$ cat config.mk
export PLATFORM = sky130hd
export DESIGN_NAME = refratio_lock_mon
export DESIGN_NICKNAME = d
export VERILOG_FILES = /design/src/rtl/refratio_lock_mon.sv
export SDC_FILE = /design/constraint.sdc
export NUM_CORES = 1
export LEC_CHECK = 0
export BUFFER_PORTS_ARGS = -buffer_cell sky130_fd_sc_hd__buf_2
export CAP_MARGIN = 20
export CORE_UTILIZATION = 32
export CTS_CLUSTER_DIAMETER = 200
export DETAILED_ROUTE_END_ITERATION = 12
export PLACE_DENSITY = 0.54
export SLEW_MARGIN = 30
export SYNTH_ARGS = -nofsm -noshare
export SYNTH_HDL_FRONTEND = slang
export SYNTH_SLANG_ARGS = --single-unit
$ cat constraint.sdc
create_clock -name clk -period 4.71 [get_ports clk]
set_input_delay 0.942 -clock clk [delete_from_list [all_inputs] [get_ports clk]]
set_output_delay 0.942 -clock clk [all_outputs]
set_load 0.05 [all_outputs]
$ cat src/rtl/refratio_lock_mon.sv
module refratio_lock_mon #(
  parameter int GATE_LEN    = 4096,
  parameter int REC_DIV     = 16,
  parameter int LOCK_PPM    = 650,
  parameter int REACQ_GATES = 8,
  parameter int FCW_W       = 16
) (
  input  logic             clk,
  input  logic             rst,
  input  logic             rec_tick,
  input  logic             ref_tick,
  input  logic             ref_present,
  input  logic             ltr_n,
  input  logic [FCW_W-1:0] fcw_in,
  output logic [1:0]       ratio_sel,
  output logic             lol_n,
  output logic             reacq_pulse,
  output logic             track_ref,
  output logic [FCW_W-1:0] fcw_out
);
  localparam longint EXP0 = longint'(GATE_LEN) * 16 / REC_DIV;
  localparam longint EXP1 = longint'(GATE_LEN) * 32 / REC_DIV;
  localparam longint EXP2 = longint'(GATE_LEN) * 128 / REC_DIV;
  localparam longint WIN0 = EXP0 * LOCK_PPM / 1000000;
  localparam longint WIN1 = EXP1 * LOCK_PPM / 1000000;
  localparam longint WIN2 = EXP2 * LOCK_PPM / 1000000;
  localparam int CNT_W   = $clog2(EXP2 * 4);
  localparam int GATE_W  = $clog2(GATE_LEN + 1);
  localparam int REACQ_W = $clog2(REACQ_GATES + 1);
  localparam logic [CNT_W:0] TH01 = (CNT_W+1)'((EXP0 + EXP1) / 2);
  localparam logic [CNT_W:0] TH12 = (CNT_W+1)'((EXP1 + EXP2) / 2);
  localparam logic [CNT_W:0] LO0 = (CNT_W+1)'(EXP0 - WIN0);
  localparam logic [CNT_W:0] HI0 = (CNT_W+1)'(EXP0 + WIN0);
  localparam logic [CNT_W:0] LO1 = (CNT_W+1)'(EXP1 - WIN1);
  localparam logic [CNT_W:0] HI1 = (CNT_W+1)'(EXP1 + WIN1);
  localparam logic [CNT_W:0] LO2 = (CNT_W+1)'(EXP2 - WIN2);
  localparam logic [CNT_W:0] HI2 = (CNT_W+1)'(EXP2 + WIN2);
  localparam logic [CNT_W-1:0] CNT_MAX = '1;

  logic              armed;
  logic [GATE_W-1:0] ref_cnt;
  logic [CNT_W-1:0]  rec_cnt;
  logic [1:0]        prev_cls, ratio_q, cls;
  logic              prev_vld, lol_q, reacq_q;
  logic [REACQ_W-1:0] miss_cnt;
  logic [FCW_W-1:0]  fcw_q;
  logic [CNT_W:0]    meas, lo, hi;
  logic              gate_end, agree, good;

  assign gate_end = ref_present && armed && ref_tick && (ref_cnt == GATE_W'(GATE_LEN - 1));
  assign meas     = {1'b0, rec_cnt} + (CNT_W+1)'(rec_tick);

  always_comb begin
    if (meas < TH01)      cls = 2'd0;
    else if (meas < TH12) cls = 2'd1;
    else                  cls = 2'd2;
    case (cls)
      2'd0:    begin lo = LO0; hi = HI0; end
      2'd1:    begin lo = LO1; hi = HI1; end
      default: begin lo = LO2; hi = HI2; end
    endcase
  end

  assign agree = prev_vld && (prev_cls == cls);
  assign good  = agree && (meas >= lo) && (meas <= hi);

  always_ff @(posedge clk) begin
    if (rst) begin
      armed    <= 1'b0;
      ref_cnt  <= '0;
      rec_cnt  <= '0;
      prev_cls <= 2'd0;
      prev_vld <= 1'b0;
      ratio_q  <= 2'd0;
      lol_q    <= 1'b0;
      reacq_q  <= 1'b0;
      miss_cnt <= '0;
    end else if (!ref_present) begin
      armed    <= 1'b0;
      ref_cnt  <= '0;
      rec_cnt  <= '0;
      prev_vld <= 1'b0;
      lol_q    <= 1'b0;
      reacq_q  <= 1'b0;
      miss_cnt <= '0;
    end else begin
      reacq_q <= 1'b0;
      if (!armed) begin
        if (ref_tick) begin
          armed   <= 1'b1;
          ref_cnt <= '0;
          rec_cnt <= '0;
        end
      end else begin
        if (gate_end)
          rec_cnt <= '0;
        else if (rec_tick && rec_cnt != CNT_MAX)
          rec_cnt <= rec_cnt + 1'b1;
        if (ref_tick)
          ref_cnt <= gate_end ? '0 : ref_cnt + 1'b1;
      end
      if (gate_end) begin
        prev_cls <= cls;
        prev_vld <= 1'b1;
        if (agree) ratio_q <= cls;
        lol_q <= good;
        if (good) begin
          miss_cnt <= '0;
        end else if (ltr_n) begin
          if (miss_cnt == REACQ_W'(REACQ_GATES - 1)) begin
            miss_cnt <= '0;
            reacq_q  <= 1'b1;
          end else begin
            miss_cnt <= miss_cnt + 1'b1;
          end
        end
      end
    end
  end

  always_ff @(posedge clk) begin
    if (rst)                        fcw_q <= '0;
    else if (ltr_n || ref_present)  fcw_q <= fcw_in;
  end

  assign ratio_sel   = ratio_q;
  assign lol_n       = lol_q;
  assign reacq_pulse = reacq_q;
  assign track_ref   = ref_present && !ltr_n;
  assign fcw_out     = fcw_q;
endmodule


== Word-level counts from Yosys, hierarchy flattened ==
Cells that the tools add are included.
Widths: inputs -> output; s select.

* Bits in registers: 58
* Logic and storage cells: 64

* Eq/ne operators: 6
* Reduce and logical (&&, ||, !) cells: 19
* Magnitude comparators: 4
* $add $sub $neg: 4
* Mux-type cells: 18
* Bitwise logic cells: 3

{| class="wikitable"
|+ Operators with widths
! kind !! count
|-
| $mux 17 || 4
|-
| $mux 13 || 4
|-
| $pmux 16 s2 || 1
|-
| $pmux 15 s2 || 1
|-
| $add 17x1->18 || 1
|-
| $ge 18x18->1 || 1
|-
| $le 18x18->1 || 1
|-
| $lt 18x13->1 const B || 1
|-
| $lt 18x15->1 const B || 1
|-
| $add 17x1->17 const B || 1
|-
| $ne 17x17->1 const B || 1
|-
| $add 13x1->13 const B || 1
|-
| $eq 13x12->1 const B || 1
|-
| $mux 4 || 3
|-
| $logic_and 1x1->1 || 8
|-
| $reduce_and 2->1 || 3
|-
| $reduce_or 5->1 || 1
|-
| $add 4x1->4 const B || 1
|-
| $eq 4x3->1 const B || 1
|-
| $mux 2 || 2
|-
| $reduce_bool 2->1 || 2
|-
| $mux 1 || 3
|-
| $ne 3x1->1 const B || 1
|-
| $not 1->1 || 3
|-
| other kinds (7) || 7
|}

== Longest topological paths before layout ==
* Word-level depth: 11
* Gate-level depth with buffers: 17
* Gate-level depth less buffers: 17

== Least setup slack after synthesis ==
OpenSTA, ideal clock, no wires.

* Path kind: in2reg
* Start point: input port rec_tick
* End point: register lol_q (netlist: lol_n)
* Stages: 15
* Arrival: 4675 ps
* Setup time: 70 ps
* Slack: -36 ps
* Path buffers: 0
* Cell sequence: ha_1 ha_1 nand3_2 or4_4 a22oi_2 nor3_1 or4_4 ha_1 a211o_1 o32ai_1 a21oi_1 nor4_1 o311ai_2 or3_1 a21oi_1

* Longest elaborated chain between the ends: 9
* Elaborated cells between the ends (all ways): 15
* Classes of those cells: add/sub: 1; order compare: 4; eq/ne: 2; mux: 4; reduce/logical: 4

{| class="wikitable"
|+ Ends and longest elaborated chain
! element !! line !! RTL
|-
| from (decl) || 10 || <nowiki>input logic rec_tick,</nowiki>
|-
| $add 17x1->18 (*) || 51 || <nowiki>assign meas = {1'b0, rec_cnt} + (CNT_W+1)'(rec_tick);</nowiki>
|-
| $lt 18x15->1 || 55 || <nowiki>else if (meas < TH12) cls = 2'd1;</nowiki>
|-
| $mux 2 || 55 ||
|-
| $mux 2 || 54 || <nowiki>if (meas < TH01) cls = 2'd0;</nowiki>
|-
| $eq 2x1->1 or $logic_not 2->1 (tied branches) || 57 || <nowiki>case (cls)</nowiki>
|-
| $pmux 15 s2 || 57 ||
|-
| $ge 18x18->1 || 65 || <nowiki>assign good = agree && (meas >= lo) && (meas <= hi);</nowiki>
|-
| $logic_and 1x1->1 || 65 ||
|-
| $logic_and 1x1->1 (*) || 65 ||
|-
| to (signal assigned) || 106 || <nowiki>lol_q <= good;</nowiki>
|-
| to (decl) || 44 || <nowiki>logic prev_vld, lol_q, reacq_q;</nowiki>
|}

Mark *: on every way between the ends. The rest lies on a longest branch, timed or not.
A chain may end at the register's enable or synchronous reset.

== Final worst setup path ==
* Start point: input port rec_tick
* End point: register miss_cnt[3]

* Longest elaborated chain between the ends: 11
* Elaborated cells between the ends (all ways): 18
* Classes of those cells: add/sub: 1; order compare: 4; eq/ne: 2; mux: 5; reduce/logical: 6

{| class="wikitable"
|+ Ends and longest elaborated chain
! element !! line !! RTL
|-
| $add 17x1->18 (*) || 51 ||
|-
| $lt 18x15->1 || 55 ||
|-
| $mux 2 || 55 ||
|-
| $mux 2 || 54 ||
|-
| $eq 2x1->1 or $logic_not 2->1 (tied branches) || 57 ||
|-
| $pmux 15 s2 || 57 ||
|-
| $ge 18x18->1 || 65 ||
|-
| $logic_and 1x1->1 || 65 ||
|-
| $logic_and 1x1->1 (*) || 65 ||
|-
| $reduce_bool 2->1 (no line) || -- ||
|-
| $reduce_and 2->1 (no line) || -- ||
|-
| to (signal assigned) || 114 || <nowiki>miss_cnt <= miss_cnt + 1'b1;</nowiki>
|-
| to (decl) || 45 || <nowiki>logic [REACQ_W-1:0] miss_cnt;</nowiki>
|}

Marked as above.

==> implementation parameters <==
Parameter                              Value

GRT
  Vias in the first global route ... 2855
  Number of antenna violations at the first check in global routing ... 0
  Largest net degree at the start of global routing ... 27
  Overflow left after global routing ... 0
  Global-route wire length before repair ... 13700 um
  Gr usage total ... 15.6%

Critical path
  FF-to-FF path depth ... 14
  Type of the setup path with the least slack ... in2reg
  Arrival time reported for the critical path endpoint ... 4720 ps
  WP data required ... 4940 ps
  Endpoint class of the critical path ... flop
  Largest fanout on the critical path ... 4
  Crit start category ... input pin

Placed design
  Post-detailed-placement half-perimeter wirelength ... 6050 um
  Routability congestion estimate from global placement ... 0.849
  Total instance count after detailed placement ... 588
  Number of port buffers ... 42
  Cell area reported after detailed placement ... 0.00379 mm2

Yosys
  Post-synthesis instance area ... 0.00334 mm2
  Most used DFF post-synth ... sky130_fd_sc_hd__dfxtp_1
  Number of instances in the synthesized netlist ... 410
  Cell types with the highest counts after synthesis ... sky130_fd_sc_hd__nand2_1, sky130_fd_sc_hd__dfxtp_1, sky130_fd_sc_hd__nor2_1, sky130_fd_sc_hd__a21oi_1, sky130_fd_sc_hd__xor2_1
  Post-synthesis area per instance ... 8.14 um2
  Number of synthesized flops with an enable pin ... 0
  Share of synthesized area occupied by flip-flops and latches ... 34.8%
  Count of different cell masters after synthesis ... 63
  Most common cell in the synthesized netlist ... sky130_fd_sc_hd__nand2_1
  Number of flip-flops and latches in the synthesized netlist ... 58
  Yosys top cell by area ... sky130_fd_sc_hd__dfxtp_1
  Ys async rst share ... 0%
  Yosys synthesis warning count ... 0
  Area fraction of the dominant cell type after synthesis ... 34.8%
  Top post-synthesis cells by area ... sky130_fd_sc_hd__dfxtp_1, sky130_fd_sc_hd__nand2_1, sky130_fd_sc_hd__ha_1, sky130_fd_sc_hd__nor2_1, sky130_fd_sc_hd__xor2_1
  Post-synthesis net count ... 449

Flow run
  Number of violations of the max-capacitance limit ... 0

STA
  Fmax ... 223 MHz
  Worst clock skew ... 10.3 ps
  Final min period ... 4480 ps
  Finish-stage setup viols ... 0
  Pins over their slew limit ... 0
  Slew at the pin closest to its max-slew limit ... 889 ps
  Tcrit/Tclk final ... 95.2%
  Final count of hold timing violations ... 0
  Max_slew headroom ... 40.6%

CTS
  Maximum clock path buffer count ... 2
  Count of buffers added by post-CTS timing repair for setup ... 0
  Later-pin clock latency in the skew report ... 340 ps
  Cts hold-fix bufs ... 0
  TritonCTS Sinks ... 58
  H-tree depth ... 3
  Buffer cell driving the clock tree root ... sky130_fd_sc_hd__clkbuf_8
  Cts bufs inserted ... 9
  CTS tree ... yes
  Post-CTS clock slew at the launch and capture registers of the worst setup and hold paths ... 80 ps

Pwr
  Power per unit of standard cell area ... 289 mW/mm2
  Internal power component ... 0.000878 W
  Portion of total power attributed to combinational logic ... 7.1%
  Power share of the sequential group ... 43.1%
  Switching power ... 0.000293 W
  Peak ir drop on the vdd network ... 0.121 mV
  Clock share of power ... 49.7%
  Switching power as a share of total power ... 25.0%
  Leakage power summed over all cells ... 1.62 nW

Hold path
  Cell depth of the worst hold path ... 2
  Class of the most critical hold timing path ... reg2reg

Floorplan
  Die Y ... 104 um
  Std cell rows ... 36
  Die footprint ... 0.0108 mm2
  Ports placed on the boundary ... 43
  Initial core utilization ... 33.5%
  Die X ... 104 um
  Placeable core region ... 0.00995 mm2

Drt
  DRC ... 0
  Post-route ant nets ... 0
  DRT Pass-1 Iters ... 4
  WL/cell ... 13.4 um
  Final routed wirelength across all metal layers ... 8080 um
  Vias after detailed routing ... 3041
  Detailed router's first-iteration violation count ... 108
  Drt via density ... 5.03

Finish
  Antenna Diode Count ... 0
  Area overhead of the layout relative to synthesis ... 21.7%
  Nets@finish ... 505
  Number of cells in the finished layout apart from fillers ... 604
  Share of final-layout standard cells stronger than drive strength 1 ... 21.7%
  Finished layout cell area ... 0.00406 mm2

Outcome
  Run status ... completed
-- cells by family (layout without fill, tap and decap cells) --
family	after synthesis	after routing	synth area share [%]
xor+xnor	34	34	9.15
fa+ha+maj	17	17	6.38
mux	1	1	0.300
compound gates	69	69	14.1
flops	58	58	34.8
simple gates	202	202	30.9
buf+inv	29	90	4.35
-- power by group through the flow --
stage | logic (W) | registers (W) | clock network (W)
after floorplan | 0.0000289 | 0.000545 | 0
after global placement | 0.0000833 | 0.000516 | 0
after global routing | 0.0000906 | 0.000506 | 0.000620
after CTS | 0.0000837 | 0.000505 | 0.000601
final | 0.0000837 | 0.000505 | 0.000583
after detailed placement | 0.0000835 | 0.000516 | 0
-- final timing paths --
path	start	end	slack (ps)
hold reg to reg	fcw_out[10]	fcw_out[10]	450
setup / recovery	rec_tick	miss_cnt[3]	230
setup reg to reg	rec_cnt[7]	miss_cnt[3]	370
hold / removal	fcw_out[10]	fcw_out[10]	450
-- worst max-delay path, cell delays in order --
cell and delay [ps]:
sky130_fd_sc_hd__buf_2 100, sky130_fd_sc_hd__ha_2 230, sky130_fd_sc_hd__ha_4 140, sky130_fd_sc_hd__nand3_2 110, sky130_fd_sc_hd__or4_4 530, sky130_fd_sc_hd__a22oi_2 220, sky130_fd_sc_hd__nor3_1 80, sky130_fd_sc_hd__or4_4 430
sky130_fd_sc_hd__ha_1 320, sky130_fd_sc_hd__a211o_1 330, sky130_fd_sc_hd__o32ai_1 230, sky130_fd_sc_hd__a21oi_1 130, sky130_fd_sc_hd__nor4_2 340, sky130_fd_sc_hd__o311ai_2 180, sky130_fd_sc_hd__buf_4 170, sky130_fd_sc_hd__o2111ai_1 160
sky130_fd_sc_hd__nand3_1 90
-- stage by stage --
| step | hold slack, ps | TNS, ps | utilization, % | setup WS (ps) | total power (W) |
|---|---|---|---|---|---|
| floorplan | 457 | 0 | - | 10.7 | 0.000574 |
| global placement | 436 | -214 | 38.1 | -71.4 | 0.000599 |
| detailed placement | 440 | -1180 | 38.1 | -218 | 0.000600 |
| CTS | 452 | 0 | 40.6 | 157 | 0.00119 |
| global route | 473 | -49.0 | 40.8 | -16.9 | 0.00122 |
| finish | 449 | 0 | 40.8 | 228 | 0.00117 |
-- layout make-up --
class                           count  area (um2)
Fill cell                        1002        5900
Multi-Input combinational cell    323        2060
Sequential cell                    58        1160
Timing Repair Buffer               66         390
Tap cell                          133         166
Clock inverter                      7         125
Clock buffer                        9         124
Inverter                            8        30.0
-- registers in the layout, indices dropped and copies added (netlist names) --
signal and cells:
prev_cls 2, lol_n 1, miss_cnt 4, prev_vld 1, rec_cnt 17, fcw_out 16
ref_cnt 13, armed 1, ratio_sel 2, reacq_pulse 1
-- layer usage --
metal	GRT usage (%)	vias up	part of all wire [%]
met5	0	-	0
met4	6.12	0	1.3
met1	20.4	1402	50
met2	24.8	70	45
met3	3.57	10	4.0
li1	-	1559	-
-- layout by cell type, fill, tap and decap left out, types with 3 or more instances in the layout --
cell                        instances
sky130_fd_sc_hd__dfxtp_1           58
sky130_fd_sc_hd__bufinv_16          3
sky130_fd_sc_hd__nand4_1           15
sky130_fd_sc_hd__nand2b_1           5
sky130_fd_sc_hd__a211oi_1           4
sky130_fd_sc_hd__clkinv_4           3
sky130_fd_sc_hd__nor3_1             8
sky130_fd_sc_hd__nand2_1           66
sky130_fd_sc_hd__ha_1              15
sky130_fd_sc_hd__nand3_1           10
sky130_fd_sc_hd__nor4_1             5
sky130_fd_sc_hd__inv_1              8
sky130_fd_sc_hd__nand3_2            3
sky130_fd_sc_hd__xnor2_1           15
sky130_fd_sc_hd__and3_1             5
sky130_fd_sc_hd__and4_1             3
sky130_fd_sc_hd__clkbuf_8           9
sky130_fd_sc_hd__buf_2             42
sky130_fd_sc_hd__a21oi_1           29
sky130_fd_sc_hd__o21ai_0            8
sky130_fd_sc_hd__xor2_1            18
sky130_fd_sc_hd__and2_1             3
sky130_fd_sc_hd__buf_4             24
sky130_fd_sc_hd__o21a_1             3
sky130_fd_sc_hd__nor2_1            55
-- what timing repair did --
action / CTS / global route
endpoints found under the hold margin: 0 / 0
gates resized for setup: 0 / 3
endpoints found under the setup margin: 0 / 6
Note: power is estimated with default switching activity, not from simulation.
